File: src/rtl/fr_pkg.sv
package fr_pkg;
  localparam int unsigned ADDR_W = 32;
  localparam int unsigned WORD_W = 32;
  localparam int unsigned DATA_W = 32;

  typedef struct packed {
    logic [ADDR_W-1:0] pc;
    logic [ADDR_W-1:0] ppc;
    logic              tag;
    logic [WORD_W-1:0] word;
    logic [DATA_W-1:0] opa;
    logic [DATA_W-1:0] opb;
  } d2e_t;
endpackage

File: src/rtl/fr_pc_unit.sv
module fr_pc_unit #(
  parameter int unsigned AW       = 32,
  parameter logic [AW-1:0] RESET_PC = 'h100,
  parameter int unsigned STEP     = 4
) (
  input  logic          clk,
  input  logic          rst,
  input  logic          redir_pend,
  input  logic [AW-1:0] redir_addr,
  input  logic          haz_a,
  input  logic          haz_b,
  input  logic          can_enq,
  output logic [AW-1:0] pc,
  output logic [AW-1:0] ppc,
  output logic          tag,
  output logic          issue_fire,
  output logic          redir_take
);
  localparam logic [AW-1:0] STEP_V = AW'(STEP);

  logic [AW-1:0] pc_q;
  logic          tag_q;

  assign redir_take = redir_pend;
  assign issue_fire = !redir_pend && !haz_a && !haz_b && can_enq;
  assign ppc        = pc_q + STEP_V;
  assign pc         = pc_q;
  assign tag        = tag_q;

  always_ff @(posedge clk) begin
    if (rst) begin
      pc_q  <= RESET_PC;
      tag_q <= 1'b0;
    end else if (redir_take) begin
      pc_q  <= redir_addr;
      tag_q <= ~tag_q;
    end else if (issue_fire) begin
      pc_q  <= ppc;
    end
  end


  pc_advance_chk: assert property (@(posedge clk) disable iff (rst)
    issue_fire |=> pc_q == $past(pc_q) + STEP_V);


  pc_hold_chk: assert property (@(posedge clk) disable iff (rst)
    (!issue_fire && !redir_take) |=> $stable(pc_q) && $stable(tag_q));


  redir_flip_chk: assert property (@(posedge clk) disable iff (rst)
    redir_take |=> (tag_q != $past(tag_q)) && (pc_q == $past(redir_addr)));
endmodule

File: src/rtl/fr_d2e_buf.sv
module fr_d2e_buf
  import fr_pkg::*;
(
  input  logic clk,
  input  logic rst,
  input  logic enq,
  input  d2e_t enq_data,
  input  logic deq,
  output logic vld,
  output d2e_t head
);
  logic vld_q;
  d2e_t data_q;

  always_ff @(posedge clk) begin
    if (rst)          vld_q <= 1'b0;
    else if (enq)     vld_q <= 1'b1;
    else if (deq)     vld_q <= 1'b0;
  end

  always_ff @(posedge clk) begin
    if (enq) data_q <= enq_data;
  end

  assign vld  = vld_q;
  assign head = data_q;


  no_overflow_chk: assert property (@(posedge clk) disable iff (rst)
    !(vld_q && !deq && enq));


  hold_entry_chk: assert property (@(posedge clk) disable iff (rst)
    (vld_q && !deq) |=> vld_q && $stable(data_q));
endmodule

File: src/rtl/fr_exec_epoch.sv
module fr_exec_epoch #(
  parameter int unsigned AW = 32
) (
  input  logic          clk,
  input  logic          rst,
  input  logic          head_vld,
  input  logic          head_tag,
  input  logic          take,
  input  logic          mispredict,
  input  logic [AW-1:0] target,
  input  logic          redir_take,
  output logic          live,
  output logic          etag,
  output logic          redir_pend,
  output logic [AW-1:0] redir_addr,
  output logic          slot_release
);
  logic          etag_q;
  logic          rp_q;
  logic [AW-1:0] ra_q;
  logic          misp_fire;

  assign live         = head_vld && (head_tag == etag_q);
  assign misp_fire    = take && live && mispredict;
  assign slot_release = take && head_vld;

  always_ff @(posedge clk) begin
    if (rst) begin
      etag_q <= 1'b0;
      rp_q   <= 1'b0;
    end else begin
      if (misp_fire) etag_q <= ~etag_q;
      if (misp_fire)       rp_q <= 1'b1;
      else if (redir_take) rp_q <= 1'b0;
    end
  end

  always_ff @(posedge clk) begin
    if (misp_fire) ra_q <= target;
  end

  assign etag       = etag_q;
  assign redir_pend = rp_q;
  assign redir_addr = ra_q;


  misp_post_chk: assert property (@(posedge clk) disable iff (rst)
    misp_fire |=> rp_q && (etag_q != $past(etag_q)));


  stale_quiet_chk: assert property (@(posedge clk) disable iff (rst)
    (take && head_vld && !live) |=> $stable(etag_q));


  single_redir_chk: assert property (@(posedge clk) disable iff (rst)
    !(rp_q && misp_fire));
endmodule

File: src/rtl/fetch_redirect_ctrl.sv
module fetch_redirect_ctrl
  import fr_pkg::*;
#(
  parameter logic [ADDR_W-1:0] RESET_PC = 'h100,
  parameter int unsigned       STEP     = 4
) (
  input  logic              clk,
  input  logic              rst,
  output logic [ADDR_W-1:0] fetch_pc,
  output logic              fetch_tag,
  input  logic [WORD_W-1:0] dec_word,
  input  logic [DATA_W-1:0] opnd_a,
  input  logic [DATA_W-1:0] opnd_b,
  input  logic              haz_src_a,
  input  logic              haz_src_b,
  output logic              issue_fire,
  output logic              ex_vld,
  output logic              ex_live,
  output logic [ADDR_W-1:0] ex_pc,
  output logic [ADDR_W-1:0] ex_ppc,
  output logic              ex_tag,
  output logic [WORD_W-1:0] ex_word,
  output logic [DATA_W-1:0] ex_opa,
  output logic [DATA_W-1:0] ex_opb,
  input  logic              ex_take,
  input  logic              ex_mispredict,
  input  logic [ADDR_W-1:0] ex_target,
  output logic              slot_release,
  output logic              redir_pend,
  output logic              exec_tag
);
  logic [ADDR_W-1:0] pc_w, ppc_w, raddr_w;
  logic              ftag_w, rpend_w, rtake_w, fire_w, can_enq_w, hvld_w, deq_w;
  d2e_t              enq_d, head_d;

  assign deq_w     = ex_take && hvld_w;
  assign can_enq_w = !hvld_w || deq_w;

  fr_pc_unit #(.AW(ADDR_W), .RESET_PC(RESET_PC), .STEP(STEP)) pc_i (
    .clk, .rst,
    .redir_pend(rpend_w), .redir_addr(raddr_w),
    .haz_a(haz_src_a), .haz_b(haz_src_b), .can_enq(can_enq_w),
    .pc(pc_w), .ppc(ppc_w), .tag(ftag_w),
    .issue_fire(fire_w), .redir_take(rtake_w)
  );

  always_comb begin
    enq_d.pc   = pc_w;
    enq_d.ppc  = ppc_w;
    enq_d.tag  = ftag_w;
    enq_d.word = dec_word;
    enq_d.opa  = opnd_a;
    enq_d.opb  = opnd_b;
  end

  fr_d2e_buf buf_i (
    .clk, .rst, .enq(fire_w), .enq_data(enq_d),
    .deq(deq_w), .vld(hvld_w), .head(head_d)
  );

  fr_exec_epoch #(.AW(ADDR_W)) ex_i (
    .clk, .rst,
    .head_vld(hvld_w), .head_tag(head_d.tag),
    .take(ex_take), .mispredict(ex_mispredict), .target(ex_target),
    .redir_take(rtake_w),
    .live(ex_live), .etag(exec_tag),
    .redir_pend(rpend_w), .redir_addr(raddr_w),
    .slot_release(slot_release)
  );

  assign fetch_pc   = pc_w;
  assign fetch_tag  = ftag_w;
  assign issue_fire = fire_w;
  assign ex_vld     = hvld_w;
  assign ex_pc      = head_d.pc;
  assign ex_ppc     = head_d.ppc;
  assign ex_tag     = head_d.tag;
  assign ex_word    = head_d.word;
  assign ex_opa     = head_d.opa;
  assign ex_opb     = head_d.opb;
  assign redir_pend = rpend_w;


  live_match_chk: assert property (@(posedge clk) disable iff (rst)
    ex_live |-> ex_vld && (ex_tag == exec_tag));
endmodule

File: config.mk
export PLATFORM = sky130hd
export DESIGN_NAME = fetch_redirect_ctrl
export DESIGN_NICKNAME = d
export VERILOG_FILES = /design/src/rtl/fr_pkg.sv /design/src/rtl/fr_pc_unit.sv /design/src/rtl/fr_d2e_buf.sv /design/src/rtl/fr_exec_epoch.sv /design/src/rtl/fetch_redirect_ctrl.sv
export SDC_FILE = /design/constraint.sdc
export NUM_CORES = 1
export LEC_CHECK = 0
export ABC_AREA = 1
export CAP_MARGIN = 20
export CORE_MARGIN = 10
export CORE_UTILIZATION = 45
export DETAILED_ROUTE_END_ITERATION = 16
export PLACE_DENSITY = 0.9
export SYNTH_ARGS = -nofsm -noshare
export SYNTH_HDL_FRONTEND = slang
export SYNTH_SLANG_ARGS = --single-unit
File: constraint.sdc
create_clock -name clk -period 12.3 [get_ports clk]
set_clock_uncertainty 0.2 [all_clocks]
set_input_delay 2.46 -clock clk [delete_from_list [all_inputs] [get_ports clk]]
set_output_delay 2.46 -clock clk [all_outputs]
set_load 0.005 [all_outputs]
==> impl_metrics.json, run 1 <==
{
  "async_flop_share_pct": 0,
  "total_die_area_sq_um": 24650,
  "multi_input_comb_area_sq_um": 1495,
  "route.detailed.vias_per_inst": 4.862,
  "die_h_um": 157.0,
  "grt_start_max_net_pins": 114,
  "power_frac_comb_pct": 7.1,
  "rsz0062_at_grt": "false",
  "post-place-cells": 1154,
  "power.net_switching_uw": 337.4,
  "fin_worst_hold_slack_ns": 0.2686,
  "finalCriticalPeriod_ns": 7.088,
  "crit-reg2reg-launch": "buf_i.vld$_SDFFE_PP0P_",
  "timing.hold.worst_endpoint": "buf_i.head[98]$_DFFE_PP_",
  "layout.cells.non_filler": 1202,
  "synth_cell_type_count": 28,
  "cts.path.max_buffers": 3,
  "syn_area_sq_um": 8448,
  "run_status": "complete, no violations",
  "timing_worst_slew_pin_value_ns": 1.068,
  "ant_nets": 0,
  "via_count": 5844,
  "numClockSinks": 227,
  "cts-hold-fix-buffers": 0,
  "total_power_consumption_of_the_routed_design_uw": 1687,
  "power_leakage_uw": 0.004378,
  "synth_edf_count": 191,
  "place.port_buffers": 333,
  "cts_inserted_buffers": 24,
  "worst-endpoint-arrival_ns": 4.43,
  "synthMostInstantiatedCell": "sky130_fd_sc_hd__edfxtp_1",
  "ios": 334,
  "dp.final_hpwl_mm": 19.26,
  "critical_path.endpoint_type": "output port",
  "synth_cells": 630,
  "peakVddDrop_mv": 0.08321,
  "synth.top_cells.by_area": "sky130_fd_sc_hd__edfxtp_1, sky130_fd_sc_hd__dfxtp_1, sky130_fd_sc_hd__nand2_1",
  "filler_cell_count": 1302,
  "synthFlopType": "sky130_fd_sc_hd__edfxtp_1",
  "die_x_extent_um": 157.0,
  "register_area_sq_um": 6456,
  "category_of_the_most_critical_setup_path": "input pin to output port",
  "layout-drive-gt1-share_pct": 6.846,
  "number_of_global_route_vias_before_repair": 5966,
  "power.switching_fraction_pct": 20.00,
  "cell_internal_pwr_uw": 1350,
  "synth_top_cells_by_count": "sky130_fd_sc_hd__edfxtp_1, sky130_fd_sc_hd__nand2_1, sky130_fd_sc_hd__inv_1",
  "clkSlewWorstSetupHoldPaths_ns": 0.06,
  "remaining_drc_errors": 0,
  "r2r-end": "pc_i.pc[6]$_SDFFE_PP0P_",
  "setup_viol_count_final": 0,
  "layout.nets": 1081,
  "timing.setup.tns_ns": 0,
  "synthesis.area_per_instance_sq_um": 13.41,
  "ys_ff_latch": 227,
  "synth_top_area_share_pct": 67.89,
  "hold_path_depth": 0,
  "syn-num-nets": 765,
  "power_frac_seq_pct": 51.6,
  "timing.fmax_mhz": 141.1,
  "worstHoldPathType": "flip-flop to flip-flop",
  "cell_at_the_root_of_the_clock_tree": "sky130_fd_sc_hd__clkbuf_16",
  "antenna_found_initial": 3,
  "timing.final.crit_share_pct": 57.63,
  "grt_overflow_total": 0,
  "cts_resized": 0,
  "start_util_pct": 45.47,
  "hold_path.startpoint": "pc_i.pc[1]$_SDFFE_PP0P_",
  "clockPowerShare_pct": 41.3,
  "grt_first_pass_wirelength_mm": 37.12,
  "routedWlPerCell_um": 21.68,
  "worst-endpoint-required_ns": 9.64,
  "crit_path_start_kind": "input pin",
  "area.growth.synth_to_final_pct": 48.93,
  "htreeDepth": 1,
  "place.gp.congestion": 0.8242,
  "timing.reg2reg.worst_path_depth": 9,
  "design.core.area_sq_um": 18580,
  "drt_pass1_iterations": 5,
  "reg2reg_slack_ns": 9.50,
  "final_hold_viol_count": 0,
  "drv_slew": 0,
  "tritoncts_clock_tree": "built",
  "sequential_share_of_the_synthesized_area_pct": 76.42,
  "drt_iter0_drc": 392,
  "grt_usage_pct": 19.98,
  "maxCapViolCount": 0,
  "p_per_area_nw_per_um2": 134.1,
  "netlist.top_cell.by_area": "sky130_fd_sc_hd__edfxtp_1",
  "clock_insertion_delay_worst_skew_ns": 0.51,
  "ys.warnings.count": 0,
  "cp_max_fo": 113,
  "maxSlewHeadroom_pct": 28.63,
  "post_cts.repair.setup_buffers": 0,
  "std_cell_rows": 50,
  "total_wire_length_mm": 26.07
}
registers in the layout, indices dropped and copies added, names as in the netlist:
register         flops
buf_i.vld            1
buf_i.head         159
ex_i.redir_pend      1
pc_i.tag             1
ex_i.etag            1
pc_i.pc             32
ex_i.redir_addr     32
critical path, cell delays in order:
cell	delay (ns)
sky130_fd_sc_hd__clkdlybuf4s50_1	0.47
sky130_fd_sc_hd__or2_1	0.13
sky130_fd_sc_hd__nand3_2	0.17
sky130_fd_sc_hd__inv_8	0.55
sky130_fd_sc_hd__clkdlybuf4s50_1	0.64
how the worst max path moves through the flow:
stage	from	cells past startpoint	endpoint	slack, ns
floorplan	haz_src_a	4	issue_fire	4.94
global placement	ex_take	5	issue_fire	5.21
global route	ex_take	5	issue_fire	5.05
finish	ex_take	5	issue_fire	5.21
CTS	ex_take	5	issue_fire	5.15
detailed placement	ex_take	5	issue_fire	5.15
cell families (layout without fill, tap and decap cells):
family	after synthesis	in the layout	share of synthesized area [%]
flip-flops	227	227	76.42
other	0	4	0
XOR/XNOR	17	17	2.118
buffers and inverters	98	432	5.969
AND/OR/NAND/NOR	239	239	12.34
AO/OA/AOI/OAI	48	48	3.007
adder cells (fa/ha/maj)	1	1	0.1481
power by group through the flow:
stage	registers [uW]	clock network, uW	logic [uW]
after global routing	872	742	128
after detailed placement	886	0	121
final	870	697	120
after floorplan	889	0	20.6
after global placement	885	0	118
after CTS	870	711	122
final cells by class:
cell class                 count  area share [%]
tap                          234           2.327
timing repair buffer         336           26.67
multi-input combinational    305           11.88
inverter                      52           1.611
clock inverter                 9          0.6066
antenna                        4         0.07955
sequential                   227           51.31
clock buffer                  35           5.509
cells in the final DEF (no fill, tap or decap), types with 2 or more instances in the layout:
cell	n
sky130_fd_sc_hd__clkbuf_8	3
sky130_fd_sc_hd__o21ai_0	16
sky130_fd_sc_hd__clkinv_2	4
sky130_fd_sc_hd__nand3_1	16
sky130_fd_sc_hd__clkdlybuf4s50_1	333
sky130_fd_sc_hd__a31oi_1	5
sky130_fd_sc_hd__xnor2_1	4
sky130_fd_sc_hd__nand2_4	2
sky130_fd_sc_hd__dfxtp_1	36
sky130_fd_sc_hd__clkbuf_1	7
sky130_fd_sc_hd__a21oi_1	24
sky130_fd_sc_hd__nor2_2	3
sky130_fd_sc_hd__nor2_4	10
sky130_fd_sc_hd__nor2_1	38
sky130_fd_sc_hd__nand2_1	157
sky130_fd_sc_hd__and2_1	4
sky130_fd_sc_hd__inv_2	2
sky130_fd_sc_hd__inv_8	2
sky130_fd_sc_hd__xor2_1	9
sky130_fd_sc_hd__inv_1	49
sky130_fd_sc_hd__clkbuf_16	25
sky130_fd_sc_hd__clkinv_1	2
sky130_fd_sc_hd__o211ai_1	2
sky130_fd_sc_hd__xor2_2	4
sky130_fd_sc_hd__diode_2	4
sky130_fd_sc_hd__buf_4	3
sky130_fd_sc_hd__edfxtp_1	191
sky130_fd_sc_hd__nand2_2	5
per-stage QoR:
| stage | setup slack (ns) | util [%] | area [sq um] |
|---|---|---|---|
| 2_1_floorplan | 4.941 | - | 8448 |
| 3_3_place_gp | 5.214 | 63.52 | 11800 |
| 3_5_place_dp | 5.153 | 63.52 | 11800 |
| 4_1_cts | 5.150 | 67.66 | 12570 |
| 5_1_grt | 5.052 | 67.70 | 12580 |
| 6_report | 5.212 | 67.72 | 12580 |
metal layers:
metal  global-route usage (%)  vias to the layer above  wire length (um)
met3                    7.942                       31              2990
li1                         -                     2735                 -
met5                        0                        -                 0
met2                    37.90                      290             14080
met1                    19.31                     2788              8413
met4                    6.144                        0               584
(Power assumes the default switching activity.)
==> run 2, diff against run 1 <==
--- a/config.mk
+++ b/config.mk
@@ -8,9 +8,9 @@
 export ABC_AREA = 1
 export CAP_MARGIN = 20
 export CORE_MARGIN = 10
-export CORE_UTILIZATION = 45
+export CORE_UTILIZATION = 44
 export DETAILED_ROUTE_END_ITERATION = 16
-export PLACE_DENSITY = 0.9
+export PLACE_DENSITY = 0.89
 export SYNTH_ARGS = -nofsm -noshare
 export SYNTH_HDL_FRONTEND = slang
 export SYNTH_SLANG_ARGS = --single-unit
==> constraint.sdc (replaced) <==
create_clock -name clk -period 7.03 [get_ports clk]
set_clock_uncertainty 0.2 [all_clocks]
set_input_delay 1.406 -clock clk [delete_from_list [all_inputs] [get_ports clk]]
set_output_delay 1.406 -clock clk [all_outputs]
set_load 0.005 [all_outputs]
==> run 2 against run 1 <==
Against the previous run:
- register-to-register slack got worse by 4.9 ns
- non-clock buffer count rose by 1
- clock power rose by 65%
- global-route usage fell by 0.14 points
- first-iteration DRC count rose by 20%
- clock-buffer cell count fell by 8
- largest cell class unchanged
==> impl_metrics.json, run 2 (synthesis results as in run 1) <==
{
  "timing_worst_slew_pin_value_ns": 1.025,
  "cts_inserted_buffers": 24,
  "maxSlewHeadroom_pct": 31.50,
  "commonest_cells_after_routing_fill_and_taps_aside": "sky130_fd_sc_hd__clkdlybuf4s50_1, sky130_fd_sc_hd__edfxtp_1, sky130_fd_sc_hd__nand2_1",
  "finalCriticalPeriod_ns": 4.587,
  "routedWlPerCell_um": 21.79,
  "worst-endpoint-arrival_ns": 2.98,
  "timing.fmax_mhz": 218.0,
  "cts-hold-fix-buffers": 0,
  "drv_slew": 0,
  "critical_path.endpoint_type": "output port",
  "layout.nets": 1082,
  "remaining_drc_errors": 0,
  "drt_iter0_drc": 470,
  "post_cts.repair.setup_buffers": 0,
  "path_cells": "clkdlybuf4s50_1 -> or2_1 -> nand3_2 -> inv_8 -> clkdlybuf4s50_1",
  "place.gp.congestion": 0.9218,
  "rsz0062_at_grt": "false",
  "peakVddDrop_mv": 0.1387,
  "die_h_um": 158.6,
  "category_of_the_most_critical_setup_path": "input pin to output port",
  "design.core.area_sq_um": 18770,
  "critical_path_buf_inv_count": 3,
  "ios": 334,
  "p_per_area_nw_per_um2": 229.7,
  "met2_wirelength_mm": 14.35,
  "worstHoldPathType": "flip-flop to flip-flop",
  "route.detailed.vias_per_inst": 4.896,
  "register_area_sq_um": 6456,
  "die_x_extent_um": 158.6,
  "grt_first_pass_wirelength_mm": 37.23,
  "crit_path_start_kind": "input pin",
  "number_of_global_route_vias_before_repair": 5973,
  "ant_nets": 0,
  "grt_overflow_total": 0,
  "total_die_area_sq_um": 25140,
  "cp_max_fo": 35,
  "numClockSinks": 227,
  "start_util_pct": 45.01,
  "setup_viol_count_final": 0,
  "power_leakage_uw": 0.004366,
  "final_hold_viol_count": 0,
  "met1Wirelength_mm": 8.674,
  "antenna_found_initial": 9,
  "worst-endpoint-required_ns": 5.42,
  "timing.final.crit_share_pct": 65.25,
  "grt_usage_pct": 19.85,
  "filler_cell_count": 1318,
  "place.port_buffers": 333,
  "clock_insertion_delay_worst_skew_ns": 0.51,
  "drt_pass1_iterations": 5,
  "multi_input_comb_area_sq_um": 1495,
  "dp.final_hpwl_mm": 19.76,
  "htreeDepth": 1,
  "layout-drive-gt1-share_pct": 7.047,
  "via_count": 5914,
  "final_core_density_pct": 66.89,
  "std_cell_rows": 50,
  "wl_met3_mm": 2.595,
  "cts.path.max_buffers": 3,
  "crit_path_frequent_cell": "sky130_fd_sc_hd__clkdlybuf4s50_1",
  "clkSlewWorstSetupHoldPaths_ns": 0.05,
  "maxCapViolCount": 0,
  "cell_at_the_root_of_the_clock_tree": "sky130_fd_sc_hd__clkbuf_16",
  "run_status": "complete, no violations",
  "top_layer": "met4",
  "cts_resized": 0,
  "area.growth.synth_to_final_pct": 48.59,
  "total_wire_length_mm": 26.33,
  "grt_start_max_net_pins": 80,
  "total_power_consumption_of_the_routed_design_uw": 2883,
  "layout.cells.most_common": "sky130_fd_sc_hd__clkdlybuf4s50_1",
  "crit_family": "buffers and inverters",
  "critPathMaxStageDelay_ns": 0.56,
  "timing.setup.tns_ns": 0,
  "flip_flop_count_of_the_largest_register_after_layout": 159,
  "cp_slowest_cell": "sky130_fd_sc_hd__clkdlybuf4s50_1",
  "tritoncts_clock_tree": "built"
}
==> run 2: area by class of cell <==
cell class | instances | area share [%]
Clock buffer | 27 | 5.043
Clock inverter | 17 | 0.6977
Timing Repair Buffer | 337 | 26.79
Antenna cell | 9 | 0.1794
Sequential cell | 227 | 51.43
Tap cell | 234 | 2.332
Multi-Input combinational cell | 305 | 11.91
Inverter | 52 | 1.615
==> run 2: final timing paths <==
| check | startpoint | end | slack (ns) | cells after the start |
|---|---|---|---|---|
| hold / removal | pc_i.pc[0]$_SDFFE_PP0P_ | buf_i.head[97]$_DFFE_PP_ | 0.26 | 0 |
| setup / recovery | ex_take | issue_fire | 2.44 | 5 |
| setup reg to reg | buf_i.vld$_SDFFE_PP0P_ | buf_i.head[94]$_DFFE_PP_ | 4.65 | 5 |
| hold reg to reg | pc_i.pc[0]$_SDFFE_PP0P_ | buf_i.head[97]$_DFFE_PP_ | 0.26 | 0 |
==> run 2: per-layer routing <==
| metal | vias up | global-route usage (%) |
|---|---|---|
| met5 | - | 0 |
| met1 | 2819 | 20.40 |
| met2 | 296 | 36.89 |
| met4 | 0 | 7.675 |
| li1 | 2749 | - |
| met3 | 50 | 5.936 |
==> run 2: through the flow <==
step	setup WS, ns	instance area [sq um]	hold slack (ns)	cells
6_report	2.443	12550	0.2618	1208
5_1_grt	2.349	12550	0.3020	1208
4_1_cts	2.435	12530	0.2630	1199
3_5_place_dp	2.434	11810	0.2487	1155
3_3_place_gp	2.462	11810	0.2368	1155
2_1_floorplan	1.779	8448	0.2260	630
==> run 2: report_power, final <==
part	internal [uW]	switching, uW
Combinational	134	78.3
Sequential	1510	16.7
Clock	648	500
Total	2290	595
